### src/rtl/sprom_rd_pkg.sv
package sprom_rd_pkg;

    // Controller state encoding
    typedef enum logic [2:0] {
        ST_IDLE = 3'd0,
        ST_SEL  = 3'd1,
        ST_CMD  = 3'd2,
        ST_DAT  = 3'd3,
        ST_DONE = 3'd4
    } st_e;

    // Opcode field values (bits 7:6 of the frame)
    localparam int         OPC_W     = 2;
    localparam logic [1:0] OPC_READ  = 2'b10;
    localparam logic [1:0] OPC_WRITE = 2'b01;
    localparam logic [1:0] OPC_ERASE = 2'b11;

    // Leading zero bits sent ahead of the start bit
    localparam int LEAD_W = 2;

    // Serial phases per bit
    localparam int CMD_PHASES = 3;
    localparam int DAT_PHASES = 2;

    function automatic int frame_width(input int addr_w);
        return LEAD_W + 1 + OPC_W + addr_w;
    endfunction

    function automatic int max2(input int a, input int b);
        return (a > b) ? a : b;
    endfunction

endpackage

### src/rtl/sprom_rd_tick.sv
module sprom_rd_tick #(
    parameter int DIV = 2
) (
    input  logic clk,
    input  logic rst_n,
    input  logic run_i,
    output logic tick_o
);
    localparam int PH = (DIV < 1) ? 1 : DIV;
    localparam int CW = (PH > 1) ? $clog2(PH) : 1;
    localparam logic [CW-1:0] LAST = CW'(PH - 1);

    logic [CW-1:0] cnt_d, cnt_q;

    always_comb begin
        tick_o = run_i && (cnt_q == LAST);
        if (!run_i || tick_o) begin
            cnt_d = '0;
        end else begin
            cnt_d = cnt_q + 1'b1;
        end
    end

    always_ff @(posedge clk or negedge rst_n) begin
        if (!rst_n) begin
            cnt_q <= '0;
        end else begin
            cnt_q <= cnt_d;
        end
    end

endmodule

### src/rtl/sprom_rd_frame.sv
module sprom_rd_frame
    import sprom_rd_pkg::*;
#(
    parameter int ADDR_W = 6,
    parameter int IDX_W  = 4
) (
    input  logic [ADDR_W-1:0]      addr_i,
    output logic [(1<<IDX_W)-1:0]  frame_o
);
    localparam int FRAME_W = frame_width(ADDR_W);

    logic [FRAME_W-1:0] frame_w;

    assign frame_w = {{LEAD_W{1'b0}}, 1'b1, OPC_READ, addr_i};

    always_comb begin
        frame_o = '0;
        frame_o[FRAME_W-1:0] = frame_w;
    end

endmodule

### src/rtl/sprom_rd_capture.sv
module sprom_rd_capture #(
    parameter int DATA_W = 16
) (
    input  logic              clk,
    input  logic              rst_n,
    input  logic              shift_i,
    input  logic              bit_i,
    output logic [DATA_W-1:0] word_o
);
    logic [DATA_W-1:0] word_d, word_q;

    always_comb begin
        word_d = word_q;
        if (shift_i) begin
            word_d = {word_q[DATA_W-2:0], bit_i};
        end
    end

    always_ff @(posedge clk or negedge rst_n) begin
        if (!rst_n) begin
            word_q <= '0;
        end else begin
            word_q <= word_d;
        end
    end

    assign word_o = word_q;

endmodule

### src/rtl/sprom_rd_top.sv
module sprom_rd_top
    import sprom_rd_pkg::*;
#(
    parameter int ADDR_W = 6,
    parameter int DATA_W = 16,
    parameter int DIV    = 2
) (
    input  logic              clk,
    input  logic              rst_n,
    input  logic              start_i,
    input  logic [ADDR_W-1:0] addr_i,
    output logic              busy_o,
    output logic              done_o,
    output logic [DATA_W-1:0] rd_data_o,
    output logic              cs_o,
    output logic              sk_o,
    output logic              di_o,
    input  logic              do_i
);
    localparam int FRAME_W = frame_width(ADDR_W);
    localparam int IDX_W   = $clog2(max2(FRAME_W, DATA_W));
    localparam logic [1:0] CMD_LAST = 2'(CMD_PHASES - 1);
    localparam logic [1:0] DAT_LAST = 2'(DAT_PHASES - 1);
    localparam logic [1:0] SK_CMD   = 2'd1;
    localparam logic [1:0] SK_DAT   = 2'd0;

    typedef struct packed {
        st_e               st;
        logic [1:0]        sub;
        logic [IDX_W-1:0]  idx;
        logic [ADDR_W-1:0] addr;
        logic              cs;
        logic              sk;
        logic              di;
        logic              busy;
        logic              done;
    } regs_t;

    localparam regs_t REGS_RST = '{
        st:   ST_IDLE,
        sub:  2'd0,
        idx:  '0,
        addr: '0,
        cs:   1'b0,
        sk:   1'b0,
        di:   1'b0,
        busy: 1'b0,
        done: 1'b0
    };

    regs_t r_q, r_d;
    logic  tick;
    logic  run;
    logic  shift_en;
    logic [(1<<IDX_W)-1:0] frame_w;

    assign run = (r_q.st == ST_SEL) || (r_q.st == ST_CMD) || (r_q.st == ST_DAT);

    sprom_rd_tick #(
        .DIV (DIV)
    ) u_tick (
        .clk    (clk),
        .rst_n  (rst_n),
        .run_i  (run),
        .tick_o (tick)
    );

    sprom_rd_frame #(
        .ADDR_W (ADDR_W),
        .IDX_W  (IDX_W)
    ) u_frame (
        .addr_i  (r_q.addr),
        .frame_o (frame_w)
    );

    sprom_rd_capture #(
        .DATA_W (DATA_W)
    ) u_cap (
        .clk     (clk),
        .rst_n   (rst_n),
        .shift_i (shift_en),
        .bit_i   (do_i),
        .word_o  (rd_data_o)
    );

    always_comb begin
        r_d      = r_q;
        shift_en = 1'b0;

        unique case (r_q.st)
            ST_IDLE: begin
                if (start_i) begin
                    r_d.st   = ST_SEL;
                    r_d.addr = addr_i;
                    r_d.sub  = 2'd0;
                end
            end
            ST_SEL: begin
                if (tick) begin
                    r_d.st  = ST_CMD;
                    r_d.idx = IDX_W'(FRAME_W - 1);
                    r_d.sub = 2'd0;
                end
            end
            ST_CMD: begin
                if (tick) begin
                    if (r_q.sub == CMD_LAST) begin
                        r_d.sub = 2'd0;
                        if (r_q.idx == '0) begin
                            r_d.st  = ST_DAT;
                            r_d.idx = IDX_W'(DATA_W - 1);
                        end else begin
                            r_d.idx = r_q.idx - 1'b1;
                        end
                    end else begin
                        r_d.sub = r_q.sub + 1'b1;
                    end
                end
            end
            ST_DAT: begin
                if (tick) begin
                    if (r_q.sub == DAT_LAST) begin
                        r_d.sub = 2'd0;
                        if (r_q.idx == '0) begin
                            r_d.st = ST_DONE;
                        end else begin
                            r_d.idx = r_q.idx - 1'b1;
                        end
                    end else begin
                        // end of the high phase: take the memory output
                        shift_en = (r_q.sub == SK_DAT);
                        r_d.sub  = r_q.sub + 1'b1;
                    end
                end
            end
            ST_DONE: begin
                r_d.st = ST_IDLE;
            end
            default: begin
                r_d.st = ST_IDLE;
            end
        endcase

        // Pin values follow the next state so that they leave a flop
        r_d.cs   = (r_d.st == ST_SEL) || (r_d.st == ST_CMD) || (r_d.st == ST_DAT);
        r_d.sk   = ((r_d.st == ST_CMD) && (r_d.sub == SK_CMD)) ||
                   ((r_d.st == ST_DAT) && (r_d.sub == SK_DAT));
        r_d.di   = (r_d.st == ST_CMD) && frame_w[r_d.idx];
        r_d.busy = (r_d.st != ST_IDLE);
        r_d.done = (r_d.st == ST_DONE);
    end

    always_ff @(posedge clk or negedge rst_n) begin
        if (!rst_n) begin
            r_q <= REGS_RST;
        end else begin
            r_q <= r_d;
        end
    end

    assign busy_o = r_q.busy;
    assign done_o = r_q.done;
    assign cs_o   = r_q.cs;
    assign sk_o   = r_q.sk;
    assign di_o   = r_q.di;

endmodule

### config.mk
export PLATFORM = sky130hd
export DESIGN_NAME = sprom_rd_top
export DESIGN_NICKNAME = d
export VERILOG_FILES = /design/src/rtl/sprom_rd_pkg.sv /design/src/rtl/sprom_rd_tick.sv /design/src/rtl/sprom_rd_frame.sv /design/src/rtl/sprom_rd_capture.sv /design/src/rtl/sprom_rd_top.sv
export SDC_FILE = /design/constraint.sdc
export NUM_CORES = 1
export LEC_CHECK = 0
export BUFFER_PORTS_ARGS = -buffer_cell sky130_fd_sc_hd__buf_4
export CAP_MARGIN = 5
export CORE_MARGIN = 2
export CORE_UTILIZATION = 50
export DETAILED_ROUTE_END_ITERATION = 16
export PLACE_DENSITY = 0.8
export SLEW_MARGIN = 10
export SYNTH_ARGS = -nofsm -noshare
export SYNTH_HDL_FRONTEND = slang
export SYNTH_SLANG_ARGS = --single-unit
### constraint.sdc
create_clock -name clk -period 2.3 [get_ports clk]
set_input_delay 0.115 -clock clk [delete_from_list [all_inputs] [get_ports clk]]
set_output_delay 0.115 -clock clk [all_outputs]
set_load 0.03 [all_outputs]
==> flow_summary_export.csv <==
group,metric,value,unit
die,start_util,0.509,
power_and_ir_drop,leakagePower,1.09,nW
timing,slew_headroom,0.571,
cts,numCtsBuffers,5,
worst_setup_path,cp.arrival,2410,ps
worst_setup_path,path_class,"reg2reg",
timing,post-route-period-util,0.973,
die,coreArea,0.00361,mm2
grt,grt_pass1_vias,1374,
worst_setup_path,worst_path_largest_cell_delay,450,ps
place,pre_cts_ws,29.3,ps
hold_path,whs_path_depth,3,
place,port_buffers,30,
worst_setup_path,regToRegSetupSlack,60,ps
route,routed_wl,3940,um
logic_synthesis,seq_area_frac_synth,0.505,
power_and_ir_drop,power_density,1470,mW/mm2
timing,finClkSkew,6.01,ps
place,post-place-cells,238,
place,dp_hpwl,2610,um
logic_synthesis,synth_compound_gate_area_share,0.132,
die,die_width,64.6,um
worst_setup_path,path_max_fanout,6,
power_and_ir_drop,p_sw,0.00141,W
route,ant_nets,0,
power_and_ir_drop,pwr-share-comb,0.510,
worst_setup_path,rr_endpoint,"di_o$_DFF_PN0_",
logic_synthesis,synth_cell_types,48,
worst_setup_path,path_cells,"inv_1, ha_2, nor3b_4, nor4_2, nor2_1, o311ai_4, nand3_1, a31oi_1, o22ai_1",
die,rows,22,
cts,cts_buffer_depth,2,
die,io_pins,31,
worst_setup_path,rr_worst_depth,9,
layout,final_cells,250,
layout,final_nets,213,
power_and_ir_drop,switching_share,0.417,
timing,worst_slack,61.7,ps
layout,fill_cells,287,
place,gp_congestion,0.893,
cts,clkLatencyLatePin,290,ps
timing,hold_viol,0,
logic_synthesis,synth_edf_count,0,
worst_setup_path,setup.worst_path.end_class,"flop",
die,fp.dieH,64.6,um
logic_synthesis,ys.flop_type,"dfrtp_1",
layout,drive_gt1_frac,0.386,
route,firstDrtPassIters,4,
power_and_ir_drop,internal_power,0.00197,W
logic_synthesis,syn-num-nets,172,
route,drt_iter0_drc,114,
hold_path,hold_path.class,"in2reg",
logic_synthesis,synthArstFlopShare,1.00,
power_and_ir_drop,ir_worst_vdd,0.701,mV
route,wl_per_cell,15.8,um
worst_setup_path,crit_required,2480,ps
cts,cts_tree,"done",
timing,final_max_slew_viol_count,0,
timing,post-route-min-period,2240,ps
grt,antenna_found_initial,0,
power_and_ir_drop,seq_power_share,0.323,
logic_synthesis,synth_xor_area_frac,0.00955,
cts,cts_sinks,37,
place,dpl_cell_area,0.00211,mm2
route,viasPerCell,5.54,
logic_synthesis,synth_fa_ha_area_frac,0.0136,
worst_setup_path,worstReg2RegStart,"r_q[12]$_DFF_PN0_",
layout,fin_area,0.00230,mm2
worst_setup_path,start_kind,"flop",
route,num_vias,1385,
layout,syn_to_final_growth,25.5,%
logic_synthesis,syn_area_per_cell,11.5,um2
timing,setup_violations,0,
layout,n_antenna_cell,0,
die,dieArea,0.00417,mm2
grt,grt_max_degree,38,
layout,seqCellArea,926,um2
flow_run,drv_cap,0,
timing,fin_hold_ws,30.2,ps
grt,grt.overflow.total,0,
cts,root_buffer,"clkbuf_8",
logic_synthesis,synthMuxAreaShare,0.129,
timing,tightest_slew,643,ps
timing,fmax,0.447,GHz
logic_synthesis,synth_seq_cells,37,
grt,grt_usage,0.195,
hold_path,min_to,"r_q[9]$_DFFE_PN0P_",
logic_synthesis,ys_warn_count,0,
route,drc_errors,0,
cts,clk_pin_slew,80,ps
cts,h-tree-depth,2,
hold_path,hp-start,"addr_i[4]",
outcome,status,"completed",
logic_synthesis,synthSimpleGateAreaFrac,0.159,
logic_synthesis,synth_top_family_by_area,"simple AND/OR/NAND/NOR gates",
grt,grt_pass1_wl,6130,um
logic_synthesis,synthesis.area,0.00183,mm2
worst_setup_path,slowest_stage,"o311ai_4",
power_and_ir_drop,power_frac_clock,0.167,
logic_synthesis,synthCells,160,
layout,multi_input_area,865,um2
power groups by stage:
stage	combinational [W]	sequential (W)	clock [W]
after floorplan	0.00100	0.00121	0
after global placement	0.00150	0.00109	0
after detailed placement	0.00154	0.00109	0
after CTS	0.00156	0.00108	0.000577
after global routing	0.00184	0.00112	0.000603
final	0.00173	0.00109	0.000565
routing by layer:
layer  vias up  GRT usage  routed length [um]
li1        663          -                   -
met1       666      0.249                1720
met2        48      0.306                1970
met3         8     0.0469                 189
met4         0      0.106                  59
met5         -          0                   0
state kept, by name, summed over array words and instances (netlist names):
register / flops
busy_o: 1
u_cap.word_o: 16
cs_o: 1
done_o: 1
sk_o: 1
r_q: 15
u_tick.cnt_q: 1
di_o: 1
cell usage after synthesis, drive strengths merged, types with 3 or more instances:
cell type / number / area share
nor3b: 3 / 0.018
nor2: 9 / 0.018
o21ai: 8 / 0.024
nor3: 6 / 0.019
inv: 10 / 0.020
nand2: 9 / 0.018
a21oi: 6 / 0.016
mux2: 21 / 0.13
buf: 5 / 0.024
nand2b: 5 / 0.020
and3: 3 / 0.011
dfrtp: 37 / 0.50
or3: 4 / 0.016
nand3: 5 / 0.014
worst max path at each step:
stage / start / end / depth (start not counted)
floorplan: r_q[11]$_DFF_PN0_ / di_o$_DFF_PN0_ / 10
global placement: r_q[12]$_DFF_PN0_ / di_o$_DFF_PN0_ / 9
detailed placement: r_q[12]$_DFF_PN0_ / di_o$_DFF_PN0_ / 9
CTS: r_q[12]$_DFF_PN0_ / di_o$_DFF_PN0_ / 9
global route: r_q[11]$_DFF_PN0_ / di_o$_DFF_PN0_ / 7
finish: r_q[12]$_DFF_PN0_ / di_o$_DFF_PN0_ / 9
final cells by class:
class / instances / share of cell area
clock buffers: 6 / 0.0315
clock inverters: 2 / 0.0168
inverters: 10 / 0.0163
multi-input cells: 107 / 0.376
flip-flops and latches: 37 / 0.402
well taps: 48 / 0.0261
repair buffers: 40 / 0.132
layout by cell type (no fill, tap or decap), types with 2 or more instances in the layout:
cell      instances
xor2_1            2
o21ai_0           6
nand2b_1          3
inv_1             9
nor3b_1           2
mux2_2           14
a21oi_1           6
and3_1            2
clkbuf_8          5
nand2_1           9
buf_4            39
o22ai_1           2
dfrtp_1          37
a311oi_1          2
nor2_1            9
or3_1             3
nand2b_2          2
nor3_1            4
mux2_1            7
nand3_1           5
through the flow:
step           TNS [ps]  power (W)   util
3_3_place_gp          0    0.00258  0.584
6_report              0    0.00338  0.638
4_1_cts               0    0.00322  0.618
3_5_place_dp          0    0.00263  0.584
2_1_floorplan         0    0.00221      -
5_1_grt          -0.524    0.00357  0.638
repair_timing:
| item | CTS | global route |
|---|---|---|
| hold buffers | 1 | 0 |
| hold endpoints to repair | 37 | 0 |
| setup endpoints to repair | 0 | 1 |
| buffers inserted | 0 | 3 |
| gates resized for setup | 0 | 8 |
logic make-up (layout without fill, tap and decap cells):
group	after synthesis	in the layout
simple gates	50	50
flops	37	37
compound gates	32	32
mux	21	21
buf+inv	16	58
fa+ha+maj	2	2
xor+xnor	2	2
critical path, delay by kind of cell, from the launching register on:
kind | cells | cell delay (ps)
simple gates | 4 | 740
compound gates | 3 | 730
flops | 1 | 390
fa+ha+maj | 1 | 190
buf+inv | 1 | 80
(Power assumes the default switching activity.)
